$ cat config.mk
export PLATFORM = sky130hd
export DESIGN_NAME = txfill_top
export DESIGN_NICKNAME = d
export VERILOG_FILES = /design/src/rtl/txfill_pkg.sv /design/src/rtl/txfill_regs.sv /design/src/rtl/txfill_store.sv /design/src/rtl/txfill_top.sv
export SDC_FILE = /design/constraint.sdc
export NUM_CORES = 1
export LEC_CHECK = 0
export BUFFER_PORTS_ARGS = -buffer_cell sky130_fd_sc_hd__buf_4
export CAP_MARGIN = 30
export CORE_MARGIN = 5
export CORE_UTILIZATION = 60
export DETAILED_ROUTE_END_ITERATION = 10
export PLACE_DENSITY = 0.84
export SLEW_MARGIN = 40
export SYNTH_ARGS = -nofsm -noshare
export SYNTH_HDL_FRONTEND = slang
export SYNTH_HIERARCHICAL = 1
export SYNTH_SLANG_ARGS = --single-unit
$ cat constraint.sdc
create_clock -name clk -period 7.19 [get_ports clk]
set_input_delay 1.7975 -clock clk [delete_from_list [all_inputs] [get_ports clk]]
set_output_delay 1.7975 -clock clk [all_outputs]
set_load 0.01 [all_outputs]
$ cat src/rtl/txfill_pkg.sv
`timescale 1ns/1ps
package txfill_pkg;
    localparam int TXF_DEPTH = 64;
    localparam int TXF_DW    = 8;
    localparam int TXF_LW    = $clog2(TXF_DEPTH + 1);

    typedef enum logic [1:0] {
        RA_INTEN   = 2'd0,
        RA_FIFOCTL = 2'd1,
        RA_MODEM   = 2'd2,
        RA_TRIGLVL = 2'd3
    } regaddr_e;

    localparam int IE_TXRDY_BIT     = 1;
    localparam int FC_TXCODE_LO     = 4;
    localparam int MODEM_TRIGEN_BIT = 2;

    typedef struct packed {
        logic       txrdy_en;
        logic [1:0] fc_code;
        logic       trig_open;
        logic [3:0] fine_tx;
        logic [3:0] fine_rx;
    } txcfg_t;

    // Fine nibble in steps of four; zero falls back to the coarse code.
    function automatic logic [TXF_LW-1:0] pick_thresh(input logic [3:0] fine,
                                                      input logic [1:0] code);
        logic [TXF_LW-1:0] r;
        if (fine != 4'd0) begin
            r = TXF_LW'({fine, 2'b00});
        end else begin
            case (code)
                2'd0:    r = TXF_LW'(8);
                2'd1:    r = TXF_LW'(16);
                2'd2:    r = TXF_LW'(32);
                default: r = TXF_LW'(56);
            endcase
        end
        return r;
    endfunction
endpackage

$ cat src/rtl/txfill_regs.sv
`timescale 1ns/1ps
module txfill_regs
    import txfill_pkg::*;
#(
    parameter int LW = TXF_LW
) (
    input  logic          clk,
    input  logic          rst,
    input  logic          we,
    input  logic [1:0]    addr,
    input  logic [7:0]    wdata,
    output txcfg_t        cfg,
    output logic [LW-1:0] thresh
);
    always_ff @(posedge clk) begin
        if (rst) begin
            cfg <= '0;
        end else if (we) begin
            case (regaddr_e'(addr))
                RA_INTEN:   cfg.txrdy_en  <= wdata[IE_TXRDY_BIT];
                RA_FIFOCTL: cfg.fc_code   <= wdata[FC_TXCODE_LO +: 2];
                RA_MODEM:   cfg.trig_open <= wdata[MODEM_TRIGEN_BIT];
                RA_TRIGLVL: begin
                    if (cfg.trig_open) begin
                        cfg.fine_tx <= wdata[3:0];
                        cfg.fine_rx <= wdata[7:4];
                    end
                end
                default: ;
            endcase
        end
    end

    always_comb thresh = LW'(pick_thresh(cfg.fine_tx, cfg.fc_code));
endmodule

$ cat src/rtl/txfill_store.sv
`timescale 1ns/1ps
module txfill_store #(
    parameter int DEPTH = 64,
    parameter int DW    = 8,
    parameter int LW    = $clog2(DEPTH + 1)
) (
    input  logic          clk,
    input  logic          rst,
    input  logic          push,
    input  logic [DW-1:0] push_data,
    input  logic          pop,
    output logic [DW-1:0] head_data,
    output logic          nonempty,
    output logic [LW-1:0] space,
    output logic          underrun
);
    localparam int PW = $clog2(DEPTH);

    logic [DW-1:0] mem [DEPTH];
    logic [PW-1:0] wptr, rptr;
    logic          full, empty, do_push, do_pop;

    function automatic logic [PW-1:0] bump(input logic [PW-1:0] p);
        return (p == PW'(DEPTH - 1)) ? '0 : p + 1'b1;
    endfunction

    always_comb begin
        full    = (space == '0);
        empty   = (space == LW'(DEPTH));
        do_push = push && !full;
        do_pop  = pop && !empty;
    end

    always_ff @(posedge clk) begin
        if (rst) begin
            wptr     <= '0;
            rptr     <= '0;
            space    <= LW'(DEPTH);
            underrun <= 1'b0;
        end else begin
            underrun <= pop && empty;
            if (do_push) wptr <= bump(wptr);
            if (do_pop)  rptr <= bump(rptr);
            case ({do_push, do_pop})
                2'b10:   space <= space - 1'b1;
                2'b01:   space <= space + 1'b1;
                default: ;
            endcase
        end
    end

    always_ff @(posedge clk) begin
        if (do_push) mem[wptr] <= push_data;
    end

    always_comb begin
        head_data = mem[rptr];
        nonempty  = !empty;
    end
endmodule

$ cat src/rtl/txfill_top.sv
`timescale 1ns/1ps
module txfill_top
    import txfill_pkg::*;
(
    input  logic              clk,
    input  logic              rst,
    input  logic              cfg_we,
    input  logic [1:0]        cfg_addr,
    input  logic [7:0]        cfg_wdata,
    input  logic              thr_we,
    input  logic [TXF_DW-1:0] thr_data,
    input  logic              pop,
    output logic [TXF_DW-1:0] pop_data,
    output logic              pop_valid,
    output logic [TXF_LW-1:0] tx_space,
    output logic [TXF_LW-1:0] tx_thresh,
    output logic [3:0]        rx_trig,
    output logic              underrun,
    output logic              irq
);
    txcfg_t cfg;
    logic   trig_open;

    txfill_regs #(.LW(TXF_LW)) u_regs (
        .clk    (clk),
        .rst    (rst),
        .we     (cfg_we),
        .addr   (cfg_addr),
        .wdata  (cfg_wdata),
        .cfg    (cfg),
        .thresh (tx_thresh)
    );

    txfill_store #(.DEPTH(TXF_DEPTH), .DW(TXF_DW), .LW(TXF_LW)) u_store (
        .clk       (clk),
        .rst       (rst),
        .push      (thr_we),
        .push_data (thr_data),
        .pop       (pop),
        .head_data (pop_data),
        .nonempty  (pop_valid),
        .space     (tx_space),
        .underrun  (underrun)
    );

    always_comb begin
        trig_open = cfg.trig_open;
        rx_trig   = cfg.fine_rx;
        irq       = cfg.txrdy_en && (tx_space >= tx_thresh);
    end
endmodule

---- Word level (Yosys, flattened, before mapping) ----
Memory sizes are Yosys's and may differ from the RTL's. A register that Yosys moved wholly into a read port is not among the register bits.
Cells that the tools add are included.
Widths: inputs -> output; s select.
operators by class
  add/sub/neg operators ................... 4
  eq/ne operators ......................... 10
  reduce and logical (&&, ||, !) cells .... 15
  magnitude comparators ................... 1
  muxes and demuxes ....................... 9
operators by type and width
  kind                 count
  $mux 6               4
  $pmux 6 s3           1
  $pmux 7 s2           1
  $add 6x1->6 const B  2
  $eq 6x6->1 const B   2
  $eq 2x2->1 const B   4
  $add 7x1->7 const B  1
  $eq 7x7->1 const B   1
  $ge 7x7->1           1
  $logic_not 7->1      1
  $mux 7               1
  $sub 7x1->7 const B  1
  $eq 2x1->1 const B   3
  $reduce_and 2->1     3
  $logic_and 1x1->1    4
  $logic_not 2->1      2
  $reduce_bool 4->1    1
  $reduce_and 3->1     1
  $logic_not 1->1      2
  $mux 1               2
  $reduce_bool 2->1    1
storage, ports and cells
  output and inout bits ................... 29
  memory bits (writable) .................. 512
  word-level logic and storage cells ...... 49
  input bits .............................. 23
  register bits after elaboration ......... 32
  memories kept ........................... 1
memories
  name         words  bits a word  read ports  clocked after Yosys merged registers in  wr ports  RTL line            RTL
  u_store.mem  64     8            1           1                                        1         txfill_store.sv:19  logic [DW-1:0] mem [DEPTH];

---- Longest topological paths before layout ----
Gate-level depths: netlist of the first run.
  word-level depth ........................ 5
  depth in mapped cells ................... 11

---- Cells and area by module ----
The synthesis of the first run kept the hierarchy.
modules (own cells, without submodules)
  module        cells an instance  instances  area each (sq um)
  txfill_store  1,118              1          21,555.7
  txfill_regs   70                 1          664.4
  txfill_top    24                 1          170.2

---- Least setup slack after synthesis of the first run ----
Ideal clock, no wire load.
  path type ............................... input -> register
  start ................................... input pop
  end ..................................... register u_store.space[6]
  cell stages on the path ................. 10
  slack ................................... 3,216 ps
  path buffers ............................ 0
  arrival time ............................ 3,847 ps
  setup time .............................. 127 ps
  path through ............................ inv_1 a31oi_2 ha_1 inv_1 fa_1 a21o_1 a21oi_1 o21ai_0 and4_1 or3_1
between the ends
  longest elaborated chain between the ends .. 3
  elaborated cells on any way between the ends .. 5
ends and longest elaborated chain
  element                                          RTL line            RTL
  from (decl)                                      txfill_top.sv:12    input logic pop,
  $logic_and 1x1->1 *                              txfill_store.sv:31  do_pop = pop && !empty;
  named net u_store.do_pop                         txfill_store.sv:21  logic full, empty, do_push, do_pop;
  $eq 2x1->1 or $eq 2x2->1 (tied branches)         txfill_store.sv:44  case ({do_push, do_pop})
  $pmux 7 s2 or $reduce_bool 2->1 (tied branches)  n/a
  to (signal assigned)                             txfill_store.sv:38  space <= LW'(DEPTH);
  to (signal assigned)                             txfill_store.sv:45  2'b10: space <= space - 1'b1;
  to (signal assigned)                             txfill_store.sv:46  2'b01: space <= space + 1'b1;
  to (decl)                                        txfill_store.sv:14  output logic [LW-1:0] space,
The timed path passes the listed nets; every way through them passes the cells marked *.
A chain may end at the register's enable or synchronous reset.

==> results of run 1 <==
[cell type report]
cell class	instances	share of cell area
inverter	16	0.00243
multi-input combinational	579	0.233
timing repair buffer	54	0.0185
tap	468	0.0237
sequential	550	0.655
clock buffer	62	0.0551
clock inverter	31	0.0124
[Yosys cell counts, drive strengths merged, types with 8 or more instances]
cell type,n
a2111oi,8
a211oi,11
a21oi,19
a22o,12
buf,48
clkbuf,19
dfxtp,38
edfxtp,512
ha,18
inv,16
mux2,13
mux2i,65
mux4,103
nand2,32
nand2b,25
nand3,14
nor2,91
nor2b,23
nor3,15
o211ai,11
o21ai,15
xor2,8
[power by group through the flow]
stage,sequential [mW],clock [mW],combinational [mW]
final,3.65,2.69,1.39
after global routing,3.66,2.88,1.48
after CTS,3.65,2.73,1.38
after detailed placement,3.72,0,1.36
after global placement,3.76,0,1.26
after floorplan,3.66,0,1.06
[stage by stage]
stage / utilization / setup slack, ns / std cells
finish: 0.672 / 1.46 / 1760
global route: 0.672 / 1.37 / 1760
CTS: 0.670 / 1.45 / 1760
detailed placement: 0.625 / 2.30 / 1667
global placement: 0.623 / 2.22 / 1665
floorplan: - / 3.22 / 1214
[registers in the layout (all words and copies together) (netlist names), named ones only]
register / flops
u_store/mem: 512
u_regs/cfg: 12
u_store/space: 7
u_store/rptr: 6
u_store/wptr: 6
u_store/underrun: 1
[logic make-up after synthesis]
logic type,after synthesis,share of synthesized area
buffers and inverters,85,0.0267
XOR/XNOR,12,0.00469
adder cells (fa/ha/maj),19,0.0110
AO/OA/AOI/OAI,119,0.0389
flip-flops,550,0.721
AND/OR/NAND/NOR,245,0.0574
other,1,0.000167
multiplexers,181,0.141
[routing by layer]
metal / global-route usage / wire, um
met1: 0.346 / 18700
met2: 0.383 / 24100
met3: 0.0474 / 5360
met4: 0.0805 / 1470
met5: 0 / 0
[critical path, cell delays in order (launching register included)]
cell and delay (ns):
dfxtp_4 0.91, buf_4 0.70, mux4_1 0.44, mux2i_1 0.28, a211oi_1 0.17, a311oi_1 0.39, o211ai_1 0.22, buf_4 0.19
[final timing paths]
| kind | to | cells past startpoint | slack, ns | startpoint |
|---|---|---|---|---|
| worst min register to register | u_regs/cfg[11]$_SDFFE_PP0P_ | 2 | 0.49 | u_regs/cfg[11]$_SDFFE_PP0P_ |
| worst min-delay path | u_regs/cfg[11]$_SDFFE_PP0P_ | 2 | 0.49 | u_regs/cfg[11]$_SDFFE_PP0P_ |
| worst max register to register | u_store/space[6]$_SDFFE_PP1P_ | 11 | 3.51 | u_store/space[2]$_SDFFE_PP0P_ |
| worst max-delay path | pop_data[3] | 7 | 1.46 | register |
==> summary by stage, run 1 <==
Synthesis
The post-synthesis async set-or-reset flop share is 0. The sequential-to-total area share from yosys stat is 0.721. The number of synthesized flops with an enable pin is a little over 500. Each instance of the synthesized netlist takes up on average roughly 18 um2. Sorting the synthesized cells by area gives the leading types as edfxtp_1 (69%), mux4_2 (9.6%), dfxtp_1 (3.4%). The area share of the largest cell type after synthesis is 0.687. The cell count after synthesis is between 1k and 1.5k. The largest total area in the synthesized netlist belongs to edfxtp_1. For this run, the number of Yosys warnings is 6.

The cell area that synthesis handed to floorplanning was 0.0224 mm2. After synthesis, the netlist uses between 70 and 80 different library cells. The number of flip-flops and latches in the synthesized netlist is 550.

The dominant synthesized flop cell is edfxtp_1.

Floorplan
The die boundary height is approximately 200 um. The total area inside the core boundary comes to between 0.03 and 0.04 mm2. The die is just over 200 um wide.

The cell row count is 70. The floorplan step defined a die boundary enclosing roughly 0.041 mm2. For this configuration, the core starts out at a cell density of 0.610. During I/O placement, the number of pins put on the boundary was 52.

Finish
The antenna diode count is 0. In the final layout, the multi-input gates occupy between 0.005 and 0.006 mm2. After the last flow step, the layout net total stands at roughly 1.3k. In the final layout, flip-flops and latches occupy about 0.016 mm2.

The fraction of layout instances using a drive strength above 1 is 0.224. The commonest non-fill, non-tap cell in the layout is edfxtp_1. The final non-filler cell area is about 0.025 mm2. The filler cells instantiated in the layout total between 2k and 2.5k.

In the layout the commonest cells are edfxtp_1 (512), mux4_2 (95), mux2i_1 (65), nor2_1 (60), clkbuf_16 (53). The area growth from synthesis to layout is 10.2%.

GRT
The number of antenna violations at the first check in global routing is 0. The total overflow left after global routing is 0. The via count of the first global-routing pass is 11.8k. The global-route usage over all layers is 0.242.

The wire length of the first global-routing pass is around 75000 um. The largest net degree at the start of global routing is between 90 and 100.

Status
The run finished with clean final reports.

Clock tree
For this design, the CTS-stage hold fixing added 0 buffers. The number of buffers on the longest clock path is 3. The clock network latency to the later pin of the worst-skew pair is 0.57 ns. TritonCTS built the clock tree.

The clock input transition at the sequential cells of the worst setup and hold paths is approximately 0.06 ns. The number of buffers added by the clock tree synthesis step is 52. The tree is rooted in a clkbuf_16. CTS built an H-tree with a depth of 2. The number of setup buffers added after CTS is 0. Counting every sink on the clock net gives 550.

In this run, post-CTS repair resized a total of 0 instances.

STA
The number of max-slew violations in the final report is 0. The total of endpoints with negative setup slack in the final report is 0. The worst slew slack as a fraction of its limit is 0.398. After layout, the minimum clock period comes to ~5.7 ns. For the pin with the worst max-slew slack, the measured transition is between 0.9 and 1 ns. Based on the critical path, the design can be clocked at up to 174 MHz. Setup repair after global routing left no endpoint under its margin. The hold violation total from the final report came to 0. Between clock sinks in the finished design, the worst skew comes to around 0.012 ns. In the final timing run, aggregate negative setup slack is 0 ns. The ratio of final minimum period to clock period is 0.797. The worst hold slack after final layout is slightly below 0.5 ns.

Pwr
For this design the ratio of total power to cell area is approximately 310 mW/mm2. For this design the static power due to leakage is approximately 7.6 nW. The proportion of power drawn by flip-flops and latches is 0.472.

The fraction of power consumed by combinational cells is 0.180. Summed over all nets, the switching power comes to 1.97 mW. Of the total power, the share spent switching nets is 0.255. Across the VDD grid, the largest voltage drop is between 0.2 and 0.25 mV. The sum of internal, switching and leakage power is a little under 8 mW. Of the total power, the clock network draws 0.348. The internal power contribution is around 5.8 mW.

Critical path
The critical path data required time is between 5 and 6 ns. The maximum net fanout on the critical path is between 50 and 60. The worst setup path is captured at an output port. The kind of start point of the critical path is a register. The arrival time of the worst setup path is roughly 3.9 ns.

The worst setup path is of the reg -> out kind.

Placement
The sum of net half-perimeters after detailed placement is a little under 30000 um. The number of port buffers is 48. After detailed placement, the total cell area comes to around 0.023 mm2. At the end of routability-driven placement, the weighted congestion stood at about 0.87.

Detailed routing
The detailed-route via count is between 10k and 15k. The number of detailed-route iterations in the first pass is 6. The DRC violation count after routing is 0. The initial DRC count is between 1.5k and 2k. The average wire per standard cell is about 28 um. The routed design has approximately 50000 um of wire. In the routed layout, each cell is associated on average with a via count of around 6.8. The detail route stage leaves a number of antenna-violating nets equal to 0.

Run
The reported max-cap violation count is 0.

Hold path
The worst hold-check path type is reg -> reg.
Note: power is estimated with default switching activity, not from simulation.
==> inputs of run 2 (changes only) <==
==> constraint.sdc (replaced) <==
create_clock -name clk -period 5.5 [get_ports clk]
set_input_delay 1.375 -clock clk [delete_from_list [all_inputs] [get_ports clk]]
set_output_delay 1.375 -clock clk [all_outputs]
set_load 0.01 [all_outputs]
==> summary by stage, run 2 (same netlist as run 1, synthesis figures left out) <==
Status
The flow ran to the end, and the final reports show no timing, DRC or antenna violations.

Detailed routing
The detailed-route via count is 12.0k (+0.38%). The top routing layer in use is met4. The number of detailed-route iterations in the first pass was 5 (-1).

The routed wire length on met3 is 5770 um (+7.6%). The total wirelength of the detailed-routed design is 50000 um (+0.59%). The initial DRC count is 1752 (+16%). The average wire per standard cell is 28.3 um (+0.24%). The per-cell via count in the routed design was 6.77 (about the same). The met1 routed wirelength after detailed routing is 18300 um (-2.4%). The DRC violation count after routing came to 0 (unchanged). The count of antenna-violating nets left after detailed routing is 0 (unchanged). The total met2 wirelength after detailed routing was 23900 um (-0.80%).

Critical path
The arrival time of the worst setup path was 3.79 ns (-0.15 ns). The path type of the worst setup path is reg -> out. The maximum net fanout on the critical path came to 29 (-49%). The origin of the critical flop-to-flop path is u_store/space[2]$_SDFFE_PP0P_. The kind of start point of the critical path is a register. The critical path data required time was 4.12 ns (-1.27 ns). STA classifies the critical path endpoint as an output port.

Floorplan
The top-level I/O count is 52 (unchanged). The width of the chip is 203 um (unchanged). The standard cell core area is 0.0367 mm2 (unchanged).

The starting density of the core is 0.610 (unchanged). The cell row count was 70 (unchanged). The die boundary height is 203 um (unchanged).

The area of the die is 0.0413 mm2 (unchanged).

Clock tree
The clock network latency to the later pin of the worst-skew pair is 0.58 ns (about the same). The number of buffers added by the clock tree synthesis step is 53 (+1.9%). The number of buffers on the longest clock path was 3 (unchanged).

The TritonCTS sink count is 550 (unchanged). CTS placed an instance of clkbuf_16 at the clock tree root. The clock input transition at the sequential cells of the worst setup and hold paths was 0.06 ns (about the same).

The maximum level of the CTS H-tree is 2 (unchanged). The post-CTS setup repair buffer count is 0 (unchanged). The number of cells upsized or downsized after cts is 0 (unchanged). The count of hold-fix buffers inserted at cts is 0 (unchanged). The CTS tree is done.

GRT
The largest net degree at the start of global routing was 65 (-29%). The via count of the first global-routing pass is 11.9k (+0.38%). The number of antenna violations at the first check in global routing is 0 (unchanged). The global-route usage over all layers is 0.242 (about the same). The remaining global-route overflow is 0 (unchanged).

The wire length of the first global-routing pass is 75300 um (+0.33%).

Placement
The cell count after placement is 1670 (+0.18%). The number of port buffers is 48 (unchanged). The sum of net half-perimeters after detailed placement was 28500 um (-2.3%). The final weighted congestion in routability-driven placement is 0.859 (-1.5%).

Finish
The antenna diode count came to 0 (unchanged). The count of nets after finishing is 1301 (+0.46%). The sequential standard cell area was 0.0161 mm2 (about the same). The combined area of the multi-input logic cells came to 0.00574 mm2 (-0.17%). The number of non-filler instances in the completed layout is 1766 (+0.34%). The flip-flop count of the largest register, all copies and words added is 512 (unchanged). The top cell types in the final layout, fill and taps aside, are edfxtp_1 (512), mux4_2 (95), mux2i_1 (65), nor2_1 (59), clkbuf_16 (55). The count of fill cells added during filler insertion is 2199 (-0.99%). The commonest non-fill, non-tap cell in the layout is edfxtp_1. Ranked by flip-flop count, first place goes to u_store/mem. The largest registers in the layout are u_store/mem: 512 flops, u_regs/cfg: 12 flops, u_store/space: 7 flops.

The fraction of layout instances using a drive strength above 1 is 0.230 (+0.00513). Compared with the post-synthesis result, the final layout area differs by 11.0%.

STA
The hold violation total from the final report is 0 (unchanged). The final clock skew is 0.0178 ns (+0.00620 ns). Setup repair after global routing left no endpoint under its margin. The final total negative setup slack is 0 ns (unchanged). The number of max-slew violations in the final report came to 0 (unchanged). The worst slew slack as a fraction of its limit is 0.343 (-0.0549). The slew at the pin with the worst max-slew slack was 0.979 ns (+0.0783 ns). The achievable clock frequency is roughly 190 MHz. The ratio of final minimum period to clock period is 0.939. The total of endpoints with negative setup slack in the final report is 0 (unchanged). The worst path in the final design needs a cycle of 5.16 ns, including I/O delays and setup.

Pwr
The net load switching power is 2.64 mW (+34%). The share of total power in the clock network came to 0.361 (+0.013). The proportion of power drawn by flip-flops and latches came to 0.458 (-0.014). The ratio of total power to cell area came to 416 mW/mm2 (+33%). The worst IR drop on VDD is 0.290 mV (+21%). The leakage component of the power is 7.72 nW (+0.97%). The fraction of power consumed by combinational cells is 0.181 (about the same). The proportion of total power due to net switching is 0.255 (about the same). The internal power contribution is 7.71 mW (+34%).

Hold path
The path class of the tightest hold or removal check is reg -> reg. The worst hold path startpoint is u_regs/cfg[11]$_SDFFE_PP0P_.

Run
The reported max-cap violation count is 0 (unchanged).
run 2: worst max-delay path: stages, from the launching register on:
cell      delay [ns]
dfxtp_4         0.64
buf_12          0.29
mux4_1          0.58
mux2i_1         0.15
a211oi_1        0.13
a311oi_1        0.79
o211ai_1        0.36
buf_4           0.25
run 2: layout make-up:
class,count,area share
clock buffer,65,0.0569
clock inverter,29,0.0148
inverter,16,0.00242
multi-input combinational,579,0.231
sequential,550,0.650
tap,468,0.0236
timing repair buffer,59,0.0212
run 2: routing by layer:
layer / track usage / vias to the layer above
met3: 0.0601 / 161
met4: 0.0829 / 0
met1: 0.338 / 6039
met5: 0 / -
li1: - / 4958
met2: 0.381 / 794
run 2: path summary, 6_finish.rpt:
path / cells after the start / slack (ns) / end
min: 2 / 0.48 / u_regs/cfg[11]$_SDFFE_PP0P_
max: 7 / 0.34 / pop_data[2]
max reg2reg: 11 / 1.90 / u_store/space[6]$_SDFFE_PP1P_
min reg2reg: 2 / 0.48 / u_regs/cfg[11]$_SDFFE_PP0P_
run 2: stage by stage:
step                power, mW  hold slack (ns)  area (um2)  worst slack [ns]   util
floorplan                6.17            0.449       22400              1.95      -
global placement         6.57            0.464       22900             0.989  0.624
detailed placement       6.63            0.472       23000              1.11  0.625
CTS                      10.3            0.484       24700             0.478  0.674
global route             10.7            0.511       24800             0.239  0.677
finish                   10.3            0.483       24800             0.336  0.677
run 2: power groups by stage:
stage	clock network (mW)	registers, mW	logic (mW)
CTS	3.78	4.82	1.75
global route	3.98	4.75	2.01
global placement	0	4.93	1.65
floorplan	0	4.78	1.39
finish	3.73	4.74	1.87
detailed placement	0	4.90	1.72
